**config.mk**
```make
export PLATFORM = sky130hd
export DESIGN_NAME = ctx_sched
export DESIGN_NICKNAME = d
export VERILOG_FILES = /design/src/rtl/ctx_sched_pkg.sv /design/src/rtl/ctx_mask_file.sv /design/src/rtl/ctx_search.sv /design/src/rtl/ctx_idle_count.sv /design/src/rtl/ctx_sched.sv
export SDC_FILE = /design/constraint.sdc
export NUM_CORES = 1
export LEC_CHECK = 0
export BUFFER_PORTS_ARGS = -buffer_cell sky130_fd_sc_hd__buf_2
export CAP_MARGIN = 20
export CORE_MARGIN = 3
export CORE_UTILIZATION = 50
export DETAILED_ROUTE_END_ITERATION = 8
export PLACE_DENSITY = 0.83
export SLEW_MARGIN = 20
export SYNTH_ARGS = -nofsm -noshare
export SYNTH_HDL_FRONTEND = slang
export SYNTH_SLANG_ARGS = --single-unit
```
**constraint.sdc**
```tcl
create_clock -name clk -period 4.7 [get_ports clk]
set_input_delay 0.235 -clock clk [delete_from_list [all_inputs] [get_ports clk]]
set_output_delay 0.235 -clock clk [all_outputs]
set_load 0.02 [all_outputs]
```
**src/rtl/ctx_sched_pkg.sv**
```systemverilog
package ctx_sched_pkg;

  typedef enum logic [1:0] {
    SRCH_NONE = 2'd0,
    SRCH_FWD  = 2'd1,
    SRCH_BWD  = 2'd2,
    SRCH_RSVD = 2'd3
  } srch_op_e;

endpackage

```
**src/rtl/ctx_mask_file.sv**
```systemverilog
module ctx_mask_file #(
  parameter int NUM_CTX   = 4,
  parameter int ENA_DELAY = 4,
  localparam int CTX_W    = $clog2(NUM_CTX),
  localparam int STAGES   = ENA_DELAY - 1
) (
  input  logic               clk,
  input  logic               rst_n,
  input  logic               trap_i,
  input  logic [CTX_W-1:0]   trap_ctx_i,
  input  logic               sw_wr_i,
  input  logic [NUM_CTX-1:0] sw_mask_i,
  input  logic               rel_stb_i,
  input  logic [CTX_W-1:0]   rel_ctx_i,
  output logic [NUM_CTX-1:0] mask_o
);

  logic [NUM_CTX-1:0] mask_q, mask_d;
  logic               swp_vld_q;
  logic [NUM_CTX-1:0] swp_val_q;
  logic [STAGES-1:0]  rp_vld_q;
  logic [CTX_W-1:0]   rp_ctx_q [STAGES];
  logic               land_vld;
  logic [CTX_W-1:0]   land_ctx;

  assign land_vld = rp_vld_q[STAGES-1];
  assign land_ctx = rp_ctx_q[STAGES-1];

  // software write staging (delay slot)
  always_ff @(posedge clk or negedge rst_n) begin
    if (!rst_n) begin
      swp_vld_q <= 1'b0;
      swp_val_q <= '0;
    end else begin
      swp_vld_q <= sw_wr_i;
      if (sw_wr_i) swp_val_q <= sw_mask_i;
    end
  end

  // re-enable delay pipeline
  always_ff @(posedge clk or negedge rst_n) begin
    if (!rst_n) begin
      rp_vld_q[0] <= 1'b0;
      rp_ctx_q[0] <= '0;
    end else begin
      rp_vld_q[0] <= rel_stb_i;
      if (rel_stb_i) rp_ctx_q[0] <= rel_ctx_i;
    end
  end

  generate
    for (genvar s = 1; s < STAGES; s++) begin : g_rel_pipe
      always_ff @(posedge clk or negedge rst_n) begin
        if (!rst_n) begin
          rp_vld_q[s] <= 1'b0;
          rp_ctx_q[s] <= '0;
        end else begin
          rp_vld_q[s] <= rp_vld_q[s-1];
          if (rp_vld_q[s-1]) rp_ctx_q[s] <= rp_ctx_q[s-1];
        end
      end
    end
  endgenerate

  // mask next state: software base, trap sets, landing re-enable clears last
  always_comb begin
    mask_d = swp_vld_q ? swp_val_q : mask_q;
    if (trap_i)   mask_d[trap_ctx_i] = 1'b1;
    if (land_vld) mask_d[land_ctx]   = 1'b0;
  end

  always_ff @(posedge clk or negedge rst_n) begin
    if (!rst_n) mask_q <= '0;
    else        mask_q <= mask_d;
  end

  assign mask_o = mask_q;

  // a landing re-enable leaves its context enabled
  a_r8_reenable_lands: assert property (@(posedge clk) disable iff (!rst_n)
    land_vld |=> !mask_q[$past(land_ctx)]);

  // a trap without a colliding re-enable disables its context
  a_r6_trap_disables: assert property (@(posedge clk) disable iff (!rst_n)
    (trap_i && !(land_vld && land_ctx == trap_ctx_i)) |=> mask_q[$past(trap_ctx_i)]);

  // an undisturbed software write is the mask two cycles later
  a_r7_sw_write_slot: assert property (@(posedge clk) disable iff (!rst_n)
    sw_wr_i ##1 (!trap_i && !land_vld && !sw_wr_i) |=> (mask_q == $past(sw_mask_i, 2)));

endmodule

```
**src/rtl/ctx_search.sv**
```systemverilog
module ctx_search #(
  parameter int NUM_CTX = 4,
  localparam int CTX_W  = $clog2(NUM_CTX)
) (
  input  logic [CTX_W-1:0]   cur_ctx_i,
  input  logic               dir_bwd_i,
  input  logic [NUM_CTX-1:0] mask_i,
  output logic               hit_o,
  output logic [CTX_W-1:0]   ctx_o
);

  logic [CTX_W-1:0] cand [NUM_CTX-1];

  generate
    for (genvar k = 1; k < NUM_CTX; k++) begin : g_cand
      assign cand[k-1] = dir_bwd_i ? (cur_ctx_i - CTX_W'(k)) : (cur_ctx_i + CTX_W'(k));
    end
  endgenerate

  // nearest candidate has priority: scan from farthest to nearest
  always_comb begin
    hit_o = 1'b0;
    ctx_o = cur_ctx_i;
    for (int j = NUM_CTX - 2; j >= 0; j--) begin
      if (!mask_i[cand[j]]) begin
        hit_o = 1'b1;
        ctx_o = cand[j];
      end
    end
  end

endmodule

```
**src/rtl/ctx_idle_count.sv**
```systemverilog
module ctx_idle_count #(
  parameter int CNT_W = 16
) (
  input  logic             clk,
  input  logic             rst_n,
  input  logic             idle_i,
  output logic [CNT_W-1:0] cnt_o
);

  logic [CNT_W-1:0] cnt_q, cnt_d;
  logic             cnt_en;

  assign cnt_en = idle_i && (cnt_q != '1);

  always_comb begin
    cnt_d = cnt_q;
    if (cnt_en) cnt_d = cnt_q + CNT_W'(1);
  end

  always_ff @(posedge clk or negedge rst_n) begin
    if (!rst_n)      cnt_q <= '0;
    else if (cnt_en) cnt_q <= cnt_d;
  end

  assign cnt_o = cnt_q;

  // count holds at its ceiling
  a_r10_saturate: assert property (@(posedge clk) disable iff (!rst_n)
    (cnt_q == '1) |=> (cnt_q == '1));

  // count never moves while not idle
  a_r10_hold_busy: assert property (@(posedge clk) disable iff (!rst_n)
    !idle_i |=> $stable(cnt_q));

endmodule

```
**src/rtl/ctx_sched.sv**
```systemverilog
module ctx_sched
  import ctx_sched_pkg::*;
#(
  parameter int NUM_CTX     = 4,
  parameter int WIN_PER_CTX = 2,
  parameter int ENA_DELAY   = 4,
  parameter int CNT_W       = 16,
  localparam int CTX_W      = $clog2(NUM_CTX),
  localparam int WIN_LSB    = $clog2(WIN_PER_CTX),
  localparam int PTR_W      = CTX_W + WIN_LSB
) (
  input  logic               clk,
  input  logic               rst_n,
  input  logic [1:0]         srch_op_i,
  input  logic               trap_dis_i,
  input  logic               sw_wr_i,
  input  logic [NUM_CTX-1:0] sw_mask_i,
  input  logic               rel_stb_i,
  input  logic [CTX_W-1:0]   rel_ctx_i,
  output logic [PTR_W-1:0]   cwp_o,
  output logic [NUM_CTX-1:0] mask_o,
  output logic               idle_o,
  output logic [CNT_W-1:0]   idle_cnt_o
);

  srch_op_e           op;
  logic [PTR_W-1:0]   cwp_q, cwp_d;
  logic [CTX_W-1:0]   cur_ctx;
  logic [NUM_CTX-1:0] mask;
  logic               do_srch;
  logic               srch_hit;
  logic [CTX_W-1:0]   srch_ctx;

  assign op      = srch_op_e'(srch_op_i);
  assign do_srch = (op == SRCH_FWD) || (op == SRCH_BWD);
  assign cur_ctx = cwp_q[PTR_W-1:WIN_LSB];

  ctx_mask_file #(
    .NUM_CTX   (NUM_CTX),
    .ENA_DELAY (ENA_DELAY)
  ) u_mask (
    .clk        (clk),
    .rst_n      (rst_n),
    .trap_i     (trap_dis_i),
    .trap_ctx_i (cur_ctx),
    .sw_wr_i    (sw_wr_i),
    .sw_mask_i  (sw_mask_i),
    .rel_stb_i  (rel_stb_i),
    .rel_ctx_i  (rel_ctx_i),
    .mask_o     (mask)
  );

  ctx_search #(
    .NUM_CTX (NUM_CTX)
  ) u_search (
    .cur_ctx_i (cur_ctx),
    .dir_bwd_i (op == SRCH_BWD),
    .mask_i    (mask),
    .hit_o     (srch_hit),
    .ctx_o     (srch_ctx)
  );

  ctx_idle_count #(
    .CNT_W (CNT_W)
  ) u_idle (
    .clk    (clk),
    .rst_n  (rst_n),
    .idle_i (idle_o),
    .cnt_o  (idle_cnt_o)
  );

  always_comb begin
    cwp_d = cwp_q;
    if (do_srch && srch_hit) cwp_d = {srch_ctx, cwp_q[WIN_LSB-1:0]};
  end

  always_ff @(posedge clk or negedge rst_n) begin
    if (!rst_n) cwp_q <= '0;
    else        cwp_q <= cwp_d;
  end

  assign cwp_o  = cwp_q;
  assign mask_o = mask;
  assign idle_o = &mask;

  // a search only ever selects an enabled context
  a_r3_pick_enabled: assert property (@(posedge clk) disable iff (!rst_n)
    (do_srch && srch_hit) |-> !mask[srch_ctx]);

  // a search that finds nothing keeps the pointer
  a_r5_no_hit_hold: assert property (@(posedge clk) disable iff (!rst_n)
    (do_srch && !srch_hit) |=> $stable(cwp_q));

  // the reserved op never moves the pointer
  a_r11_rsvd_noop: assert property (@(posedge clk) disable iff (!rst_n)
    (op == SRCH_RSVD) |=> $stable(cwp_q));

  // the window-within-context bits never change
  a_r2_window_parity: assert property (@(posedge clk) disable iff (!rst_n)
    1'b1 |=> $stable(cwp_q[WIN_LSB-1:0]));

endmodule

```
; Yosys cells after proc, flatten, opt, wreduce, memory -nomap -nowiden
; Index checks and enable logic that the tools add are counted.
[totals]
out_inout_bits = 24
romBits = 0
elab_cells = 61
regBits = 36
n_memories = 0
latchBits = 0
ram_bits = 0
[classes]
n_reduce_logical = 7
bitwise_logic = 3
order_cmp = 7
mul = 0
n_shift = 0
n_mux = 22
add_sub_neg = 7
n_eq_ne = 4
n_div = 0
[op_table]
columns = operator, count
row1 = 16-bit by 1-bit adder with 16-bit output (second input constant), 1
row2 = 16-bit != test (second input constant), 1
row3 = 2-bit by 3-bit < comparator with 1-bit output (second input constant), 5
row4 = 2-bit 2-to-1 mux, 6
row5 = 4-bit 2-to-1 mux, 3
row6 = 1-bit 2-to-1 mux, 8
row7 = 1-bit binary-select mux with 2-bit select, 3
row8 = 2-bit adder (second input constant), 2
row9 = 4-bit AND, 1
row10 = 1-bit demux with 2-bit select, 2
row11 = 2-bit by 1-bit >= comparator with 1-bit output (second input constant), 2
row12 = 1-bit logical AND, 4
row13 = 4-bit inverter, 1
row14 = 4-bit bitwise OR, 1
row15 = 4-bit AND reduction, 1
row16 = 2-bit subtractor (second input constant), 2
row17 = 3-bit != test (second input constant), 1
row18 = 2-bit by 1-bit adder with 2-bit output (second input constant), 1
row19 = 2-bit by 1-bit == test with 1-bit output (second input constant), 1
row20 = 2-bit == test (second input constant), 1
row21 = 2-bit AND reduction, 1
row22 = 2-bit by 1-bit subtractor with 2-bit output (second input constant), 1
row23 = 1-bit logical OR, 1

; Depth between registers and ports, before layout
; Gate-level depths: netlist (run 1).
[depth]
depth_word = 9
depth_mapped = 6

; Hierarchy
; Synthesis (run 1) repeated with hierarchy kept, for this count alone.
[hier_totals]
hier_cells = 163
area_unflattened_um2 = 1935.6
[by_module_without_submodules]
columns = mod, cells_each, instances, seq_area_each_um2, area_each_um2
row1 = ctx_idle_count, 72, 1, 400.4, 859.6
row2 = ctx_mask_file, 45, 1, 450.4, 680.7
row3 = ctx_search, 36, 1, 0.0, 265.3
row4 = ctx_sched, 10, 1, 50.0, 130.1

; Least setup slack after synthesis (run 1)
; No wires, ideal clock.
[synth_path]
path_type = reg-to-reg
start = reg cwp_q[2], in the netlist cwp_o[2]
end = reg cwp_q[2], in the netlist cwp_o[2]
arrival_ps = 1524
setup_slack_ps = 3040
path_stages_with_launch = 5
setup_time_ps = 136
cell_sequence = dfrtp_1 > buf_6 > mux4_2 > nor4b_1 > nor3_1
[synth_between]
elab_chain_len = 9
word_cells_on_any_way = 24
classes_between = 6 x add/sub / 1 x eq/ne / 15 x mux / 2 x reduce/logical
[synth_rtl]
columns = item, line
row1 = from (decl), ctx_sched.sv:27  ; logic [PTR_W-1:0] cwp_q, cwp_d;
row2 = from (signal assigned), ctx_sched.sv:79  ; else cwp_q <= cwp_d;
row3 = 2-bit adder / 2-bit subtractor (equally long branches), ctx_search.sv:16  ; assign cand[k-1] = dir_bwd_i ? (cur_ctx_i - CTX_W'(k)) : (cur_ctx_i + CTX_W'(k));
row4 = 2-bit 2-to-1 mux, ctx_search.sv:16
row5 = 1-bit binary-select mux with 2-bit select, ctx_search.sv:25  ; if (!mask_i[cand[j]]) begin
row6 = 1-bit 2-to-1 mux (implied by the code), ctx_search.sv:25
row7 = 1-bit 2-to-1 mux (3 in a row), ctx_search.sv:25
row8 = 1-bit logical AND, ctx_sched.sv:74  ; if (do_srch && srch_hit) cwp_d = {srch_ctx, cwp_q[WIN_LSB-1:0]};
row9 = 2-bit AND reduction (no line), -
; Several ways; a longest one is shown, not always the timed one. The select of a mux whose other input is x is not followed.
; A chain may end at the register's enable or synchronous reset.

; Worst setup path after layout (run 1)
; Same ends and word-level chain as after synthesis.

==> results of run 1 <==
cells by family (layout without fill, tap and decap cells):
group,count (synthesis),in the layout,synth area share [%]
other cells,1,1,0.2192
xor+xnor,17,17,8.705
mux,17,17,11.56
buf+inv,12,50,3.438
compound gates,14,14,6.730
fa+ha+maj,2,2,1.463
flops,36,36,52.67
simple gates,45,45,15.22
through the flow:
| stage | setup slack (ns) | hold slack (ns) | utilization (%) | total power, µW | std cells |
|---|---|---|---|---|---|
| floorplan | 3.040 | -0.06059 | - | 661.7 | 144 |
| global placement | 3.094 | 0.3375 | 60.40 | 729.5 | 217 |
| detailed placement | 2.996 | 0.3619 | 60.40 | 752.5 | 217 |
| CTS | 2.981 | 0.02669 | 62.66 | 924.0 | 226 |
| global route | 2.895 | 0.01573 | 62.66 | 980.2 | 226 |
| finish | 2.992 | 0.04083 | 62.66 | 916.3 | 226 |
worst paths after layout:
kind,cells after the start,start,endpoint
setup / recovery,3,cwp_o[2],cwp_o[2]
hold / removal,1,rel_stb_i,u_mask.rp_vld_q[0]
setup reg to reg,3,cwp_o[2],cwp_o[2]
hold reg to reg,0,u_mask.rp_vld_q[1],u_mask.land_vld
max in group asynchronous,2,rst_n,u_idle.cnt_o[7]
min in group asynchronous,2,rst_n,u_idle.cnt_o[10]
Yosys cell counts (all sizes together):
master   number
a2111oi       1
a211o         1
a21oi         3
a221oi        1
a311oi        1
a32oi         2
a41o          1
and2          1
and3          3
and4          4
and4b         1
buf           4
clkbuf        2
conb          1
dfrtp        36
ha            2
inv           6
mux2         12
mux2i         4
mux4          1
nand2         9
nand3         6
nand4         7
nor2          7
nor2b         2
nor3          3
nor3b         1
nor4b         1
o21a          1
o21ai         1
o21bai        1
o22ai         1
xnor2        11
xor2          6
critical path, cell delays in order (launching register included):
cell and delay [ns]:
dfrtp_1 0.54, mux4_2 0.63, nor4b_1 0.32, nor3_1 0.10
where the power goes:
group | switching [µW] | internal (µW) | total, µW
sequential | 82.7 | 361 | 444
combinational | 168 | 135 | 303
clock | 98.1 | 71.2 | 169
state kept, by name, summed over array words and instances, names as in the netlist:
register,cells
u_mask.rp_vld_q,2
u_mask.swp_vld_q,1
u_mask.swp_val_q,4
u_idle.cnt_o,16
u_mask.land_ctx,2
u_mask.land_vld,1
u_mask.mask_o,4
u_mask.rp_ctx_q,4
cwp_o,2
layer usage:
metal / part of all wire [%] / GRT usage [%]
met5: 0 / 0
met4: 0.92 / 8.443
met3: 5.2 / 4.333
met2: 52 / 31.31
met1: 42 / 21.45
cell type report:
cell class              count  share of cell area [%]
flip-flops and latches     36                   45.60
multi-input cells          96                   38.00
inverters                   6                   1.140
repair buffers             36                   9.373
well taps                  44                   2.787
clock buffers               6                   2.597
clock inverters             2                  0.5067
==> flow_summary_export.csv, run 1 <==
group,metric,value,unit
run_status,outcome,"finished, final reports clean",
clock_network,clkTransAtPathRegs,0.11,ns
setup_path,critPathLaunchType,"register",
finish,fillCellCount,288,
synth,mappedNetlistNets,159,
pwr,power.static_leakage,0.0009576,µW
finish,antenna_cells,0,
setup_path,cp-end-kind,"register",
synth,synth_seq_cells,36,
timing,grt_setup_unrepaired,"no",
clock_network,cts_root_buf,"clkbuf_4",
timing,report.final.setup_viol,0,
global_routing,vias_in_the_first_global_route,1290,
detailed_routing,vias_per_cell,5.513,
detailed_routing,remaining_drc_errors,0,
setup_path,worstPathMaxFanout,10,
timing,fmax,585.6,MHz
die,core_area,3153,µm²
finish,multiInputGateArea,750.7,µm²
synth,synth.avg_cell_area,11.88,µm²
timing,timing.final.max_slew_violations,0,
global_routing,grt_overflow,0,
clock_network,clock_latency,0.33,ns
finish,final_cell_area,1976,µm²
die,initial_util,54.25,%
finish,layout_common_cells,"36 x dfrtp_1, 35 x buf_2, 12 x mux2_2",
clock_network,cts-root-to-sink-buffers,2,
die,boundaryPins,37,
global_routing,grt_max_degree,37,
clock_network,h-tree-depth,2,
global_routing,first_pass_grt_wire_length,5.858,mm
synth,synth_largest_area_cell,"dfrtp_1",
hold_path,worstHoldPathType,"in -> reg",
place,placedInstanceArea,1904,µm²
detailed_routing,antenna_left,0,
clock_network,cts_tree,"built",
clock_network,post_cts.repair.setup_buffers,0,
detailed_routing,drt-initial-drc-count,65,
pwr,p_per_area,463.8,nW/µm²
timing,max_slew_margin,47.83,%
synth,syn-cell-area,1710,µm²
detailed_routing,routed_wirelength,3.380,mm
place,port_buffers,35,
clock_network,resized_gates_after_cts,0,
clock_network,cts_sinks,36,
global_routing,antenna_found_initial,0,
finish,area.sequential,900.9,µm²
synth,synth_cells,144,
synth,synthDominantCellAreaShare,52.67,%
place,globalplace.congestion,0.7843,
setup_path,worst-endpoint-arrival,1.92,ns
global_routing,grtUsageTotal,18.20,%
detailed_routing,vias_after_detailed_routing,1246,
timing,worst_pin_slew,0.7826,ns
timing,timing_hold_violations_final,0,
synth,synthesis.yosys.warnings,0,
detailed_routing,wl_per_cell,14.96,µm
die,chipHeight,64.49,µm
finish,post_route_cells_drive_above_1_share,34.07,%
flow_run,cap_violations,0,
timing,final.period_utilization,36.33,%
setup_path,setup.reg_to_reg.worst_slack,2.99,ns
synth,share_of_the_yosys_chip_area_belonging_to_registers,52.67,%
timing,fin_crit,1.708,ns
timing,finClkSkew,0.007844,ns
die,floorplan.die.width,64.49,µm
setup_path,critPathKind,"reg -> reg",
pwr,power.ir.vdd_worst,0.2699,mV
timing,fin_setup_tns,0,ns
synth,yosys.cell_types.count,38,
die,rows,20,
finish,most_common_cell_after_layout_fill_and_taps_aside,"dfrtp_1",
detailed_routing,first_pass_iters,4,
clock_network,cts_inserted_buffers,5,
place,place.detailed.hpwl,2.497,mm
clock_network,cts-hold-fix-buffers,1,
synth,leading_cell_types_by_total_area_after_synthesis,"dfrtp_1 53%, mux2_2 7.9%, xnor2_1 5.6%",
die,design.die.area,4158,µm²
setup_path,required_time_of_the_worst_setup_path,4.91,ns
finish,fin_nets,196,
finish,flow.area_growth_from_synthesis,15.51,%
(Power assumes the default switching activity.)
==> run 2: changes to the inputs <==
==> constraint.sdc (replaced) <==
create_clock -name clk -period 1.7 [get_ports clk]
set_input_delay 0.085 -clock clk [delete_from_list [all_inputs] [get_ports clk]]
set_output_delay 0.085 -clock clk [all_outputs]
set_load 0.02 [all_outputs]
==> run 2 against run 1 <==
  * Cell area grew 5.7%
  * Critical path type unchanged
  * Highest routed layer unchanged
  * Fmax is 6.0% higher
  * Hold slack lost 0.016 ns
  * Critical endpoint is now u_idle.cnt_o[1]
  * Largest power group unchanged
  * Utilization grew 3.6 points
==> flow_summary_export.csv, run 2 (synthesized netlist as in run 1, its figures left out) <==
group,metric,value,unit
run_status,outcome,"finished, final reports clean",
detailed_routing,top_layer,"met4",
setup_path,launch_point_of_the_worst_path,"u_idle.cnt_o[5]",
pwr,power_switching_share,37.78,%
pwr,power_frac_clock,18.3,%
die,floorplan.die.width,64.49,µm
global_routing,antenna_found_initial,0,
clock_network,cts_tree,"built",
place,port_buffers,35,
detailed_routing,wl_met2,1.797,mm
die,chipHeight,64.49,µm
detailed_routing,remaining_drc_errors,0,
timing,timing.final.max_slew_violations,0,
finish,layout_common_cells,"36 x dfrtp_1, 35 x buf_2, 12 x mux2_2",
pwr,power.ir.vdd_worst,0.6992,mV
detailed_routing,routed_met1_length,1.564,mm
detailed_routing,wl_per_cell,15.28,µm
timing,fin_worst_hold_slack,0.02476,ns
die,design.die.area,4158,µm²
global_routing,grt_max_degree,37,
timing,worst_pin_slew,0.7794,ns
hold_path,worstHoldStart,"trap_dis_i",
setup_path,max_stage_delay,0.45,ns
finish,most_common_cell_after_layout_fill_and_taps_aside,"dfrtp_1",
clock_network,cts-root-to-sink-buffers,2,
setup_path,regToRegEndpoint,"u_idle.cnt_o[1]",
detailed_routing,drt-initial-drc-count,75,
timing,report.final.setup_viol,0,
timing,fin_setup_tns,0,ns
setup_path,critPathSlowestCell,"dfrtp_1",
finish,flow.area_growth_from_synthesis,22.09,%
clock_network,clock_latency,0.34,ns
setup_path,cp-endpoint,"u_idle.cnt_o[1]",
finish,post_route_cells_drive_above_1_share,32.46,%
setup_path,worst_path_cell_trace,"and4_1 > a41o_4 > mux2_2",
clock_network,h-tree-depth,2,
timing,max_slew_margin,48.04,%
place,place.detailed.hpwl,2.497,mm
detailed_routing,routed_wirelength,3.590,mm
die,rows,20,
global_routing,grt_overflow,0,
clock_network,clkTransAtPathRegs,0.11,ns
die,core_area,3153,µm²
global_routing,vias_in_the_first_global_route,1324,
setup_path,worst-endpoint-arrival,1.83,ns
detailed_routing,wl_met3,174,µm
pwr,p_per_area,1241,nW/µm²
finish,largest_reg_flops,16,
timing,fin_crit,1.611,ns
pwr,power.sequential.fraction,46.5,%
die,boundaryPins,37,
setup_path,critPathKind,"reg -> reg",
setup_path,ff2ff_path_depth,3,
flow_run,cap_violations,0,
clock_network,cts_root_buf,"clkbuf_4",
global_routing,first_pass_grt_wire_length,6.009,mm
setup_path,worst_reg2reg_path_startpoint,"u_idle.cnt_o[5]",
detailed_routing,vias_per_cell,5.464,
pwr,power.net_switching,979.2,µW
timing,fmax,620.8,MHz
hold_path,worstHoldPathType,"in -> reg",
setup_path,cp-end-kind,"register",
clock_network,cts_sinks,36,
setup_path,worstPathBufferInverterCount,0,
pwr,internal_pwr_total,1613,µW
setup_path,path_depth,3,
setup_path,crit_family,"flip-flops",
pwr,power.static_leakage,0.0009953,µW
detailed_routing,first_pass_iters,4,
setup_path,setup.reg_to_reg.worst_slack,0.09,ns
clock_network,cts_inserted_buffers,5,
setup_path,worstPathMaxFanout,7,
timing,timing_hold_violations_final,0,
detailed_routing,vias_after_detailed_routing,1284,
detailed_routing,antenna_left,0,
finish,antenna_cells,0,
place,globalplace.congestion,0.8096,
pwr,power_share_of_the_combinational_group,35.2,%
timing,finClkSkew,0.01437,ns
timing,final.period_utilization,94.76,%
global_routing,grtUsageTotal,19.07,%
finish,fin_nets,205,
setup_path,critPathLaunchType,"register",
die,initial_util,54.25,%
setup_path,required_time_of_the_worst_setup_path,1.92,ns
run 2: cell count changes in the layout (fill, tap and decap cells not counted), sizes merged:
cell | before | now
dlygate4sd3 | 1 | 9
clkinv | 2 | 0
clkbuf | 6 | 8
buf | 35 | 36
run 2: worst reg2reg max path: stages (launching register included):
cell	delay, ns
dfrtp_1	0.45
and4_1	0.40
a41o_4	0.32
mux2_2	0.34
run 2: how the worst min path moves through the flow:
stage	to	slack, ns	cells past startpoint
floorplan	cwp_o[1]	-0.21	0
global placement	u_idle.cnt_o[15]	0.19	1
detailed placement	u_idle.cnt_o[13]	0.21	1
CTS	u_mask.mask_o[3]	0.02	3
global route	u_mask.mask_o[3]	0.03	3
finish	u_mask.mask_o[3]	0.02	3
run 2: stage by stage:
| stage | util [%] | std cells | area (µm²) | total power [µW] | setup slack (ns) |
|---|---|---|---|---|---|
| after floorplan | - | 144 | 1710 | 1829 | 0.04004 |
| after global placement | 60.63 | 218 | 1912 | 2047 | 0.1923 |
| after detailed placement | 60.63 | 218 | 1912 | 2094 | 0.09034 |
| after CTS | 65.36 | 235 | 2061 | 2585 | 0.07060 |
| after global routing | 66.23 | 235 | 2088 | 2767 | -0.004456 |
| final | 66.23 | 235 | 2088 | 2592 | 0.08909 |
run 2: layer usage:
| metal | up-vias | GRT usage (%) |
|---|---|---|
| met5 | - | 0 |
| met4 | 0 | 9.235 |
| met3 | 7 | 5.546 |
| met2 | 27 | 31.57 |
| met1 | 647 | 22.73 |
| li1 | 603 | - |
run 2: timing repair:
item / 4_1_cts / 5_1_grt
setup buffers: 0 / 0
resized for setup: 0 / 3
endpoints found under the hold margin: 44 / 0
endpoints found under the setup margin: 0 / 3
hold buffers: 9 / 0
run 2: final cells by class:
class                   count  area (µm²)
multi-input cells          96       778.2
well taps                  44       55.05
clock buffers               8       58.81
repair buffers             45       272.8
inverters                   6       22.52
flip-flops and latches     36       900.9
fillers                   252        1065
run 2: power by group through the flow:
stage / logic [µW] / clock network, µW / registers (µW)
detailed placement: 882 / 0 / 1210
finish: 913 / 474 / 1200
global placement: 854 / 0 / 1190
CTS: 902 / 489 / 1190
global route: 1010 / 527 / 1230
floorplan: 548 / 0 / 1280
==> run 3: changes to the inputs <==
--- a/config.mk
+++ b/config.mk
@@ -6,11 +6,11 @@
 export NUM_CORES = 1
 export LEC_CHECK = 0
 export BUFFER_PORTS_ARGS = -buffer_cell sky130_fd_sc_hd__buf_2
-export CAP_MARGIN = 20
 export CORE_MARGIN = 3
-export CORE_UTILIZATION = 50
+export CORE_UTILIZATION = 53
 export DETAILED_ROUTE_END_ITERATION = 8
-export PLACE_DENSITY = 0.83
+export PLACE_DENSITY = 0.87
+export REMOVE_ABC_BUFFERS = 1
 export SLEW_MARGIN = 20
 export SYNTH_ARGS = -nofsm -noshare
 export SYNTH_HDL_FRONTEND = slang
==> run 3 against run 2 <==
  * Clock power is 4.4% higher
  * Fmax is 0.92% higher
  * Critical path depth is 1 higher
  * Via count hardly changed
  * Clock skew is 0.0067 ns lower
  * Non-clock buffer count is 2 higher
  * Utilization is 5.3 points higher
  * Sequential power hardly changed
  * Hold slack better by 0.023 ns
  * Combinational power is 4.5% higher
  * Final cell count is 0.43% lower
  * Worst setup slack better by 0.015 ns
  * Critical endpoint unchanged
  * Highest routed layer unchanged
==> flow_summary_export.csv, run 3 (synthesized netlist as in run 1, its figures left out) <==
group,metric,value,unit
clock_network,cts_root_buf,"clkbuf_4",
detailed_routing,drt-initial-drc-count,77,
clock_network,clkTransAtPathRegs,0.10,ns
detailed_routing,vias_after_detailed_routing,1285,
setup_path,worst-endpoint-arrival,1.82,ns
timing,max_slew_margin,49.16,%
finish,fillCellCount,223,
timing,timing_hold_violations_final,0,
clock_network,cts_sinks,36,
detailed_routing,remaining_drc_errors,0,
die,design.die.area,3945,µm²
pwr,p_per_area,1268,nW/µm²
clock_network,cts_tree,"built",
timing,finClkSkew,0.007696,ns
finish,post_route_cells_drive_above_1_share,33.85,%
pwr,total_power,2651,µW
timing,report.final.setup_viol,0,
setup_path,worstPathMaxFanout,7,
global_routing,first_pass_grt_wire_length,6.147,mm
timing,fin_crit,1.596,ns
clock_network,cts_inserted_buffers,5,
finish,flow.area_growth_from_synthesis,22.24,%
timing,timing.final.max_slew_violations,0,
setup_path,critPathLaunchType,"register",
finish,layout_common_cells,"35 x dfrtp_1, 35 x buf_2, 12 x mux2_2",
die,initial_util,58.49,%
die,chipHeight,62.81,µm
timing,fin_setup_tns,0,ns
detailed_routing,first_pass_iters,4,
die,rows,19,
run_status,outcome,"finished, final reports clean",
timing,worst_pin_slew,0.7626,ns
global_routing,grt_max_degree,37,
detailed_routing,vias_per_cell,5.491,
setup_path,critPathKind,"reg -> reg",
finish,multiInputGateArea,760.7,µm²
hold_path,whs_endpoint,"u_mask.mask_o[2]",
die,floorplan.die.width,62.81,µm
die,boundaryPins,37,
hold_path,worstHoldStart,"trap_dis_i",
setup_path,ff2ff_path_depth,4,
finish,area.sequential,902.1,µm²
timing,final.period_utilization,93.89,%
place,numPlacedInstances,216,
finish,antenna_cells,0,
global_routing,antenna_found_initial,0,
pwr,power.static_leakage,0.001005,µW
place,port_buffers,35,
setup_path,regToRegEndpoint,"u_idle.cnt_o[1]",
clock_network,clock_latency,0.33,ns
finish,fin_nets,207,
pwr,power.ir.vdd_worst,0.8251,mV
timing,fmax,626.5,MHz
die,core_area,2924,µm²
clock_network,cts-root-to-sink-buffers,2,
hold_path,worstHoldPathType,"in -> reg",
finish,finalNonFillerCells,234,
setup_path,required_time_of_the_worst_setup_path,1.92,ns
detailed_routing,wl_per_cell,14.76,µm
global_routing,vias_in_the_first_global_route,1325,
setup_path,setup.reg_to_reg.worst_slack,0.10,ns
global_routing,grtUsageTotal,20.15,%
detailed_routing,antenna_left,0,
place,globalplace.congestion,0.8135,
finish,largest_reg_flops,16,
clock_network,h-tree-depth,2,
timing,grt_setup_unrepaired,"no",
flow_run,cap_violations,0,
place,place.detailed.hpwl,2.435,mm
setup_path,worst_reg2reg_path_startpoint,"u_idle.cnt_o[0]",
detailed_routing,routed_wirelength,3.453,mm
global_routing,grt_overflow,0,
hold_path,worstHoldPathCells,3,
setup_path,cp-end-kind,"register",
## run 3: changes by cell type in the layout (fill, tap and decap cells not counted), sizes merged
cell	change
buf	+2
clkbuf	-1
## run 3: timing repair
action	in CTS	in global routing
setup endpoints to repair	0	4
buffers inserted	0	2
hold buffers	9	0
endpoints found under the hold margin	44	0
resized for setup	0	2
## run 3: how the worst max path moves through the flow
| stage | depth (start not counted) | to | from | slack (ns) |
|---|---|---|---|---|
| 5_1_grt | 4 | u_idle.cnt_o[1] | u_idle.cnt_o[1] | 0.01 |
| 6_report | 4 | u_idle.cnt_o[1] | u_idle.cnt_o[0] | 0.10 |
| 3_5_place_dp | 4 | u_idle.cnt_o[1] | u_idle.cnt_o[0] | 0.07 |
| 2_1_floorplan | 3 | cwp_o[2] | cwp_o[2] | 0.01 |
| 4_1_cts | 4 | u_idle.cnt_o[1] | u_idle.cnt_o[0] | 0.06 |
| 3_3_place_gp | 4 | u_idle.cnt_o[1] | u_idle.cnt_o[0] | 0.20 |
## run 3: routing by layer
| metal | up-vias | global-route usage [%] | routed length, µm |
|---|---|---|---|
| met2 | 41 | 32.22 | 1666 |
| met1 | 625 | 24.15 | 1488 |
| li1 | 609 | - | - |
| met4 | 0 | 11.02 | 104 |
| met3 | 10 | 6.295 | 193 |
| met5 | - | 0 | 0 |
## run 3: metrics by stage
stage / hold WS (ns) / cell area [µm²] / setup WS, ns / utilization, %
after floorplan: -0.2106 / 1674 / 0.01149 / -
after global placement: 0.1902 / 1909 / 0.1971 / 65.30
after detailed placement: 0.1987 / 1909 / 0.06687 / 65.30
after CTS: 0.02138 / 2064 / 0.05547 / 70.60
after global routing: 0.03332 / 2091 / 0.01174 / 71.50
final: 0.04742 / 2091 / 0.1038 / 71.50
## run 3: layout make-up
| cell class | instances | share of cell area (%) |
|---|---|---|
| clock buffers | 7 | 3.112 |
| multi-input cells | 96 | 36.39 |
| repair buffers | 47 | 13.76 |
| flip-flops and latches | 36 | 43.15 |
| inverters | 6 | 1.077 |
| well taps | 42 | 2.513 |
## run 3: worst max-delay path, stage by stage (launching register included)
cell and delay, ns:
dfrtp_1 0.41, ha_1 0.21, and4_1 0.25, a41o_4 0.28, mux2_2 0.34
## run 3: report_power, final
part	leakage (µW)	switching (µW)	total [µW]	internal, µW
combinational	0.000517	519	954	435
clock	0.0000374	261	495	234
sequential	0.000451	200	1200	1000
total	0.00101	979	2650	1670
